==> src/rtl/eng_gate_pkg.sv <==
package eng_gate_pkg;

    // Status bits that must all read one before the engine may be released
    localparam logic [31:0] DRAIN_MASK = 32'h02FF_F000;

    typedef enum logic {
        GATE_RUN   = 1'b0,
        GATE_DRAIN = 1'b1
    } gate_state_e;

    typedef struct packed {
        logic inc;
        logic dec;
    } cnt_cmd_t;

    function automatic logic fifos_empty(input logic [31:0] stat);
        return (stat & DRAIN_MASK) == DRAIN_MASK;
    endfunction

endpackage

==> src/rtl/use_counter.sv <==
module use_counter
    import eng_gate_pkg::*;
#(
    parameter int CNT_W = 4
) (
    input  logic             clk,
    input  logic             rst,
    input  cnt_cmd_t         cmd,
    output logic [CNT_W-1:0] cnt,
    output logic             is_zero,
    output logic             is_one
);
    localparam logic [CNT_W-1:0] CNT_MAX = {CNT_W{1'b1}};
    localparam logic [CNT_W-1:0] CNT_ONE = CNT_W'(1);

    assign is_zero = (cnt == '0);
    assign is_one  = (cnt == CNT_ONE);

    always_ff @(posedge clk) begin
        if (rst) begin
            cnt <= '0;
        end else if (cmd.inc && !cmd.dec) begin
            if (cnt != CNT_MAX) cnt <= cnt + CNT_ONE;
        end else if (cmd.dec && !cmd.inc) begin
            if (cnt != '0) cnt <= cnt - CNT_ONE;
        end
    end

    // saturation at the top
    assert_sat_hold_R3: assert property (@(posedge clk) disable iff (rst)
        (cmd.inc && !cmd.dec && cnt == CNT_MAX) |=> (cnt == CNT_MAX));

    // clamp at zero
    assert_no_underflow_R7: assert property (@(posedge clk) disable iff (rst)
        (cmd.dec && !cmd.inc && cnt == '0) |=> (cnt == '0));

endmodule

==> src/rtl/drain_timer.sv <==
module drain_timer #(
    parameter int TIMEOUT_CYC = 16
) (
    input  logic clk,
    input  logic rst,
    input  logic run,
    output logic expire
);
    localparam int TW = $clog2(TIMEOUT_CYC) + 1;
    localparam logic [TW-1:0] LAST = TW'(TIMEOUT_CYC - 1);

    logic [TW-1:0] tmr;

    assign expire = run && (tmr == LAST);

    always_ff @(posedge clk) begin
        if (rst || !run) tmr <= '0;
        else if (tmr != LAST) tmr <= tmr + TW'(1);
    end

    // the timer never passes the last cycle of the window
    assert_tmr_bound_R6: assert property (@(posedge clk) disable iff (rst)
        tmr <= LAST);

endmodule

==> src/rtl/eng_use_gate.sv <==
module eng_use_gate
    import eng_gate_pkg::*;
#(
    parameter int CNT_W       = 4,
    parameter int TIMEOUT_CYC = 16
) (
    input  logic        clk,
    input  logic        rst,
    input  logic        en_req,
    input  logic        dis_req,
    input  logic        warn_clr,
    input  logic [31:0] fifo_stat,
    output logic        eng_en,
    output logic        busy,
    output logic        drain_warn
);
    gate_state_e      state;
    cnt_cmd_t         cmd;
    logic [CNT_W-1:0] cnt;
    logic             cnt_zero, cnt_one;
    logic             expire;
    logic             accept, do_en, do_dis;
    logic             empty, start_drain, drain_done, timeout_hit;

    assign busy        = (state == GATE_DRAIN);
    assign accept      = !busy;
    assign do_en       = accept && en_req && !dis_req;
    assign do_dis      = accept && dis_req && !en_req;
    assign cmd.inc     = do_en;
    assign cmd.dec     = do_dis;
    assign empty       = fifos_empty(fifo_stat);
    assign start_drain = do_dis && cnt_one;
    assign drain_done  = busy && (empty || expire);
    assign timeout_hit = busy && !empty && expire;

    use_counter #(.CNT_W(CNT_W)) cnt_i (
        .clk     (clk),
        .rst     (rst),
        .cmd     (cmd),
        .cnt     (cnt),
        .is_zero (cnt_zero),
        .is_one  (cnt_one)
    );

    drain_timer #(.TIMEOUT_CYC(TIMEOUT_CYC)) tmr_i (
        .clk    (clk),
        .rst    (rst),
        .run    (busy),
        .expire (expire)
    );

    always_ff @(posedge clk) begin
        if (rst) begin
            state <= GATE_RUN;
        end else begin
            unique case (state)
                GATE_RUN:   if (start_drain) state <= GATE_DRAIN;
                GATE_DRAIN: if (drain_done)  state <= GATE_RUN;
                default:    state <= GATE_RUN;
            endcase
        end
    end

    always_ff @(posedge clk) begin
        if (rst)                    eng_en <= 1'b0;
        else if (do_en && cnt_zero) eng_en <= 1'b1;
        else if (drain_done)        eng_en <= 1'b0;
    end

    always_ff @(posedge clk) begin
        if (rst)              drain_warn <= 1'b0;
        else if (timeout_hit) drain_warn <= 1'b1;
        else if (warn_clr)    drain_warn <= 1'b0;
    end

    // the engine only switches on when the count was zero
    assert_on_from_zero_R2: assert property (@(posedge clk) disable iff (rst)
        $rose(eng_en) |-> ($past(cnt) == '0));

    // a drain wait always has the engine still enabled
    assert_busy_keeps_en_R4: assert property (@(posedge clk) disable iff (rst)
        busy |-> eng_en);

    // engine off means no users and no drain
    assert_off_means_idle_R5: assert property (@(posedge clk) disable iff (rst)
        !eng_en |-> (cnt == '0 && !busy));

    // a fresh warning coincides with the forced switch-off
    assert_warn_with_off_R6: assert property (@(posedge clk) disable iff (rst)
        $rose(drain_warn) |-> $fell(eng_en));

    // requests during a drain leave the count alone
    assert_busy_ignores_R8: assert property (@(posedge clk) disable iff (rst)
        busy |=> (cnt == '0));

    // a clear alone lowers the flag only without a timeout
    assert_warn_sticky_R9: assert property (@(posedge clk) disable iff (rst)
        (drain_warn && !warn_clr) |=> drain_warn);

endmodule

==> config.mk <==
export PLATFORM = sky130hd
export DESIGN_NAME = eng_use_gate
export DESIGN_NICKNAME = d
export VERILOG_FILES = /design/src/rtl/eng_gate_pkg.sv /design/src/rtl/use_counter.sv /design/src/rtl/drain_timer.sv /design/src/rtl/eng_use_gate.sv
export SDC_FILE = /design/constraint.sdc
export NUM_CORES = 1
export LEC_CHECK = 0
export BUFFER_PORTS_ARGS = -buffer_cell sky130_fd_sc_hd__buf_2
export CORE_UTILIZATION = 38
export DETAILED_ROUTE_END_ITERATION = 8
export HOLD_SLACK_MARGIN = 0.12
export PLACE_DENSITY_LB_ADDON = 0.2
export SLEW_MARGIN = 20
export SYNTH_ARGS = -nofsm -noshare
export SYNTH_HDL_FRONTEND = slang
export SYNTH_HIERARCHICAL = 1
export SYNTH_SLANG_ARGS = --single-unit
==> constraint.sdc <==
create_clock -name clk -period 2.1 [get_ports clk]
set_clock_uncertainty 0.05 [all_clocks]
set_input_delay 0.525 -clock clk [delete_from_list [all_inputs] [get_ports clk]]
set_output_delay 0.525 -clock clk [all_outputs]
set_load 0.005 [all_outputs]
==> flow_metrics.tcl, run 1 <==
set metrics [dict create \
    grt_pass1_vias 592 \
    hpwl_um 1060 \
    synth_cell_type_count 32 \
    crit_buf_inv 2 \
    cp_slowest_stage_delay_ps 410 \
    run_status "complete, no violations" \
    syn_avg_cell_area_um2 9.23 \
    viasPerCell 5.00 \
    synth_top_area_share_pct 32.9 \
    postLayoutCoreUtil_pct 53.2 \
    cts_root_buf "clkbuf_4" \
    hold_buffers 0 \
    rsz0062_at_grt "no" \
    vdd_drop_max_v 0.000475 \
    fin_crit_ps 2010 \
    fin_nets 152 \
    initial_core_util_pct 41.3 \
    gp_congestion 0.879 \
    wl_per_cell_um 9.87 \
    holdPathStages 2 \
    grt_pass1_wl_um 2340 \
    antenna_cells 0 \
    clkPwrFrac_pct 24.8 \
    grt_antenna_before_repair 0 \
    layout_commonest_cell "buf_2" \
    die_w_um 45.8 \
    fill_cells 184 \
    power_leakage_nw 0.445 \
    end_kind "flip-flop" \
    final-hold-violation-count 0 \
    wl_met1_um 670 \
    cp_cell_sequence "buf_2 > nor3b_2 > inv_1 > ha_2 > or4_4 > a211oi_2 > mux2_1" \
    cp.arrival_ps 2110 \
    path_class "in2reg" \
    coreArea_mm2 0.00176 \
    setup_tns_ps 0 \
    ys_seq_elements 12 \
    power_density_mw_per_mm2 773 \
    synth_top_cells_by_area "dfxtp_1 (33%), ha_1 (10%), nor2_1 (4.6%)" \
    drcViolationCount 0 \
    p_comb_share_pct 33.6 \
    fmax_mhz 497 \
    report.final.setup_viol 0 \
    num_rows 15 \
    critical_path_depth 7 \
    fin_crit_sh_pct 95.8 \
    switching_share_pct 31.0 \
    drt-pass1-iter-count 4 \
    cts_made_buffers 3 \
    worst_pin_slew_ps 354 \
    synth_top_area_cell "dfxtp_1" \
    p_sw_w 0.000225 \
    hold_path.class "reg2reg" \
    final_cell_mix "buf_2 (20), dfxtp_1 (12), nor2_1 (9)" \
    report.final.slew_viol_count 0 \
    seq_power_share_pct 41.6 \
    multi_input_area_um2 467 \
    regArea_um2 240 \
    hold_ws_ps 411 \
    path_clk_slew_ps 80 \
    dieArea_mm2 0.00210 \
    cts_tree "done" \
    critPathRequiredTime_ps 2200 \
    clock_sinks 12 \
    ys_seq_area_share_pct 32.9 \
    yosysWarnings 6 \
    ctsLongestPathBuffers 2 \
    critPathLaunchType "input port" \
    intPower_w 0.000500 \
    vias 665 \
    synth_area_um2 729 \
    ant_nets 0 \
    syn_nets 122 \
    wl_um 1310 \
    route.met2.wl_um 562 \
    grt.total_usage_pct 15.6 \
    postCtsSetupRepairBufs 0 \
    port_buffers 20 \
    drv_cap 0 \
    grt_overflow 0 \
    grt_start_max_net_pins 12 \
    slew_headroom_pct 76.3 \
    drive_above_1_share_pct 35.2 \
    htreeDepth 1 \
    path_delay_family "simple AND/OR/NAND/NOR gates" \
    cp_max_fo 4 \
    syn_to_final_growth_pct 28.6 \
    maxUsedRoutingLayer "met3" \
    ios 40 \
    reg2regPathDepth 6 \
    crit_slowest_cell "or4_4" \
    wl_met3_um 81 \
    clock_latency_ps 270 \
    drt_iter0_drc 5 \
    synth_cells 79 \
    die_h_um 45.8 \
]
state kept, by name (all words and copies together), names as in the netlist:
| register | count |
|---|---|
| drain_warn | 1 |
| cnt_i/cnt | 4 |
| eng_en | 1 |
| busy | 1 |
| tmr_i/tmr | 5 |
path summary, 6_finish.rpt:
check | from | slack, ps | to
setup / recovery | en_req | 90 | cnt_i/cnt[3]
hold reg to reg | drain_warn | 410 | drain_warn
hold / removal | drain_warn | 410 | drain_warn
setup reg to reg | busy | 120 | cnt_i/cnt[3]
cell families after synthesis:
logic type / Yosys count / synth area share [%]
AND/OR/NAND/NOR: 35 / 31.6
AO/OA/AOI/OAI: 13 / 12.0
flip-flops: 12 / 32.9
buffers and inverters: 6 / 4.12
adder cells (fa/ha/maj): 6 / 10.3
XOR/XNOR: 4 / 4.80
multiplexers: 3 / 4.29
through the flow:
step | worst slack (ps) | total power (W) | instance area, um^2 | cells
detailed placement | -172 | 0.000548 | 902 | 129
CTS | 85.2 | 0.000732 | 938 | 133
finish | 88.2 | 0.000725 | 938 | 133
floorplan | 7.67 | 0.000455 | 737 | 79
global route | 13.8 | 0.000781 | 938 | 133
global placement | -153 | 0.000543 | 902 | 129
final cells by class:
| class | count | share of cell area [%] |
|---|---|---|
| inverters | 5 | 2.00 |
| well taps | 25 | 3.33 |
| multi-input cells | 61 | 49.7 |
| flip-flops and latches | 12 | 25.6 |
| clock buffers | 4 | 3.87 |
| repair buffers | 26 | 15.5 |
cells in the mapped netlist:
master	number
nand4_1	3
mux2i_1	2
buf_6	1
o32ai_1	1
nand3_1	1
nor3b_1	4
a21oi_1	4
a211oi_2	1
nor4_2	1
ha_1	6
a31oi_1	1
o31ai_1	2
nor2b_2	1
nand2_1	5
and2_1	1
xnor2_1	1
xor2_1	3
nor2_1	9
inv_1	5
nand3b_1	1
dfxtp_1	12
mux2_1	1
or4_4	1
nand2b_1	1
or4_1	1
or3_1	2
and3_1	1
nand4b_4	1
nor4b_2	1
o21ai_0	3
a41o_1	1
nor2b_1	1
power by group through the flow:
stage	sequential [W]	clock, W	combinational (W)
final	0.000301	0.000180	0.000244
after global routing	0.000307	0.000198	0.000275
after CTS	0.000300	0.000186	0.000245
after detailed placement	0.000305	0	0.000243
after global placement	0.000305	0	0.000238
after floorplan	0.000297	0	0.000159
tightest hold or removal path: cells and delay by family, from the launching register on:
family / cells / cell delay (ps)
DFF: 1 / 310
AOI/OAI and AO/OA: 1 / 60
and+or+nand+nor: 1 / 50
layer usage:
metal	vias to the layer above	track usage (%)
li1	345	-
met1	300	19.6
met2	20	25.1
met3	0	5.95
met4	0	3.53
met5	-	0
repair_timing:
| action | CTS | global route |
|---|---|---|
| hold endpoints to repair | 0 | 0 |
| endpoints found under the setup margin | 0 | 1 |
| gates resized for setup | 0 | 0 |
Note: power is estimated with default switching activity, not from simulation.
==> inputs of run 2 (changes only) <==
RECOVER_POWER = 100   (was not set)
==> run 2 against run 1 <==
- worst setup slack about the same
- power decreased by 1.6%
- register-to-register slack barely moved
- die area unchanged
- combinational power decreased by 4%
- core utilization decreased by 1.1 points
- sequential share of layout area is 0.56 points higher
- non-clock buffer count unchanged
- wire length increased by 0.53%
==> flow_metrics.tcl, run 2 (synthesis results as in run 1) <==
set metrics [dict create \
    num_rows 15 \
    cts_tree "done" \
    cp-startpoint "en_req" \
    p_sw_w 0.000224 \
    drcViolationCount 0 \
    hold_buffers 0 \
    worst_pin_slew_ps 353 \
    hpwl_um 1060 \
    critPathRequiredTime_ps 2200 \
    path_delay_family "simple AND/OR/NAND/NOR gates" \
    grt_pass1_wl_um 2340 \
    antenna_cells 0 \
    ios 40 \
    gp_congestion 0.879 \
    slew_headroom_pct 76.4 \
    cp.arrival_ps 2110 \
    min_from "drain_warn" \
    clock_latency_ps 270 \
    hold_path.class "reg2reg" \
    path_class "in2reg" \
    final_cell_mix "buf_2 (19), dfxtp_1 (12), nor2_1 (9)" \
    fin_crit_ps 2010 \
    cp_max_fo 4 \
    grt_start_max_net_pins 12 \
    syn_to_final_growth_pct 25.9 \
    clkPwrFrac_pct 25.1 \
    switching_share_pct 31.3 \
    ctsLongestPathBuffers 2 \
    run_status "complete, no violations" \
    cts_repair_resize_count 0 \
    end_kind "flip-flop" \
    drv_cap 0 \
    rsz0062_at_grt "no" \
    dieArea_mm2 0.00210 \
    intPower_w 0.000490 \
    wl_um 1320 \
    seq_power_share_pct 42.1 \
    power_leakage_nw 0.395 \
    multi_input_area_um2 452 \
    fin_nets 152 \
    port_buffers 20 \
    vdd_drop_max_v 0.000474 \
    htreeDepth 1 \
    ant_nets 0 \
    top_regs "tmr_i/tmr x5, cnt_i/cnt x4" \
    die_w_um 45.8 \
    final-hold-violation-count 0 \
    initial_core_util_pct 41.3 \
    r2r_start "busy" \
    critPathLaunchType "input port" \
    largest_reg_flops 5 \
    postCtsSetupRepairBufs 0 \
    drive_above_1_share_pct 32.4 \
    path_clk_slew_ps 80 \
    viasPerCell 4.98 \
    place_area_um2 902 \
    clock_sinks 12 \
    fin_area_um2 918 \
    fill_cells 185 \
    cp_slowest_stage_delay_ps 410 \
    regArea_um2 240 \
    power_density_mw_per_mm2 777 \
    grt_pass1_vias 592 \
    cp_cell_sequence "buf_2 > nor3b_2 > inv_1 > ha_2 > or4_4 > a211oi_2 > mux2_1" \
    report.final.slew_viol_count 0 \
    hold_ws_ps 410 \
    grt_overflow 0 \
    coreArea_mm2 0.00176 \
    drt_iter0_drc 4 \
    p_comb_share_pct 32.8 \
    grt.total_usage_pct 15.6 \
    grt_antenna_before_repair 0 \
    layout_commonest_cell "buf_2" \
    report.final.setup_viol 0 \
    drt-pass1-iter-count 4 \
    total_power_w 0.000713 \
    regMostFlops "tmr_i/tmr" \
    fmax_mhz 497 \
    crit_slowest_cell "or4_4" \
    die_h_um 45.8 \
    fin_crit_sh_pct 95.8 \
    wl_per_cell_um 9.92 \
    cts_root_buf "clkbuf_4" \
    crit_buf_inv 2 \
    cts_made_buffers 3 \
    vias 662 \
]
## run 2: cell types whose count changed in the layout (fill, tap and decap cells not counted), sizes merged
cell / before / now
buf: 26 / 24
clkbuf: 4 / 6
## run 2: final cells by class
class	instances	share of cell area [%]
tap	25	3.41
sequential	12	26.2
timing repair buffer	26	15.3
clock buffer	4	3.95
multi-input combinational	61	49.2
inverter	5	2.04
## run 2: worst paths after layout
path	endpoint	slack, ps	cells after the start
worst min-delay path	drain_warn	410	2
worst max register to register	cnt_i/cnt[3]	120	6
worst max-delay path	cnt_i/cnt[3]	90	7
worst min register to register	drain_warn	410	2
## run 2: metal layers
metal / wire (um) / track usage [%] / up-vias
li1: - / - / 345
met2: 569 / 25.1 / 22
met3: 82 / 5.95 / 0
met4: 0 / 3.53 / 0
met1: 668 / 19.6 / 295
met5: 0 / 0 / -
## run 2: worst register-to-register path, delay by kind of cell, from the launching register on
family          cells  cell delay, ps
mux                 1             340
fa+ha+maj           1             200
flops               1             350
buf+inv             1              60
simple gates        2             610
compound gates      1             250
## run 2: power groups by stage
stage          Clock [W]  Combinational (W)  Sequential (W)
2_1_floorplan          0           0.000159        0.000297
6_report        0.000179           0.000234        0.000300
3_5_place_dp           0           0.000243        0.000305
3_3_place_gp           0           0.000238        0.000305
4_1_cts         0.000186           0.000245        0.000300
5_1_grt         0.000198           0.000265        0.000307
## run 2: per-stage QoR
step | util, % | setup slack [ps] | cells | TNS, ps
final | 52.1 | 88.4 | 133 | 0
after global placement | 51.1 | -153 | 129 | -216
after detailed placement | 51.1 | -172 | 129 | -274
after CTS | 53.2 | 85.2 | 133 | 0
after floorplan | - | 7.67 | 79 | 0
after global routing | 52.1 | 12.7 | 133 | 0
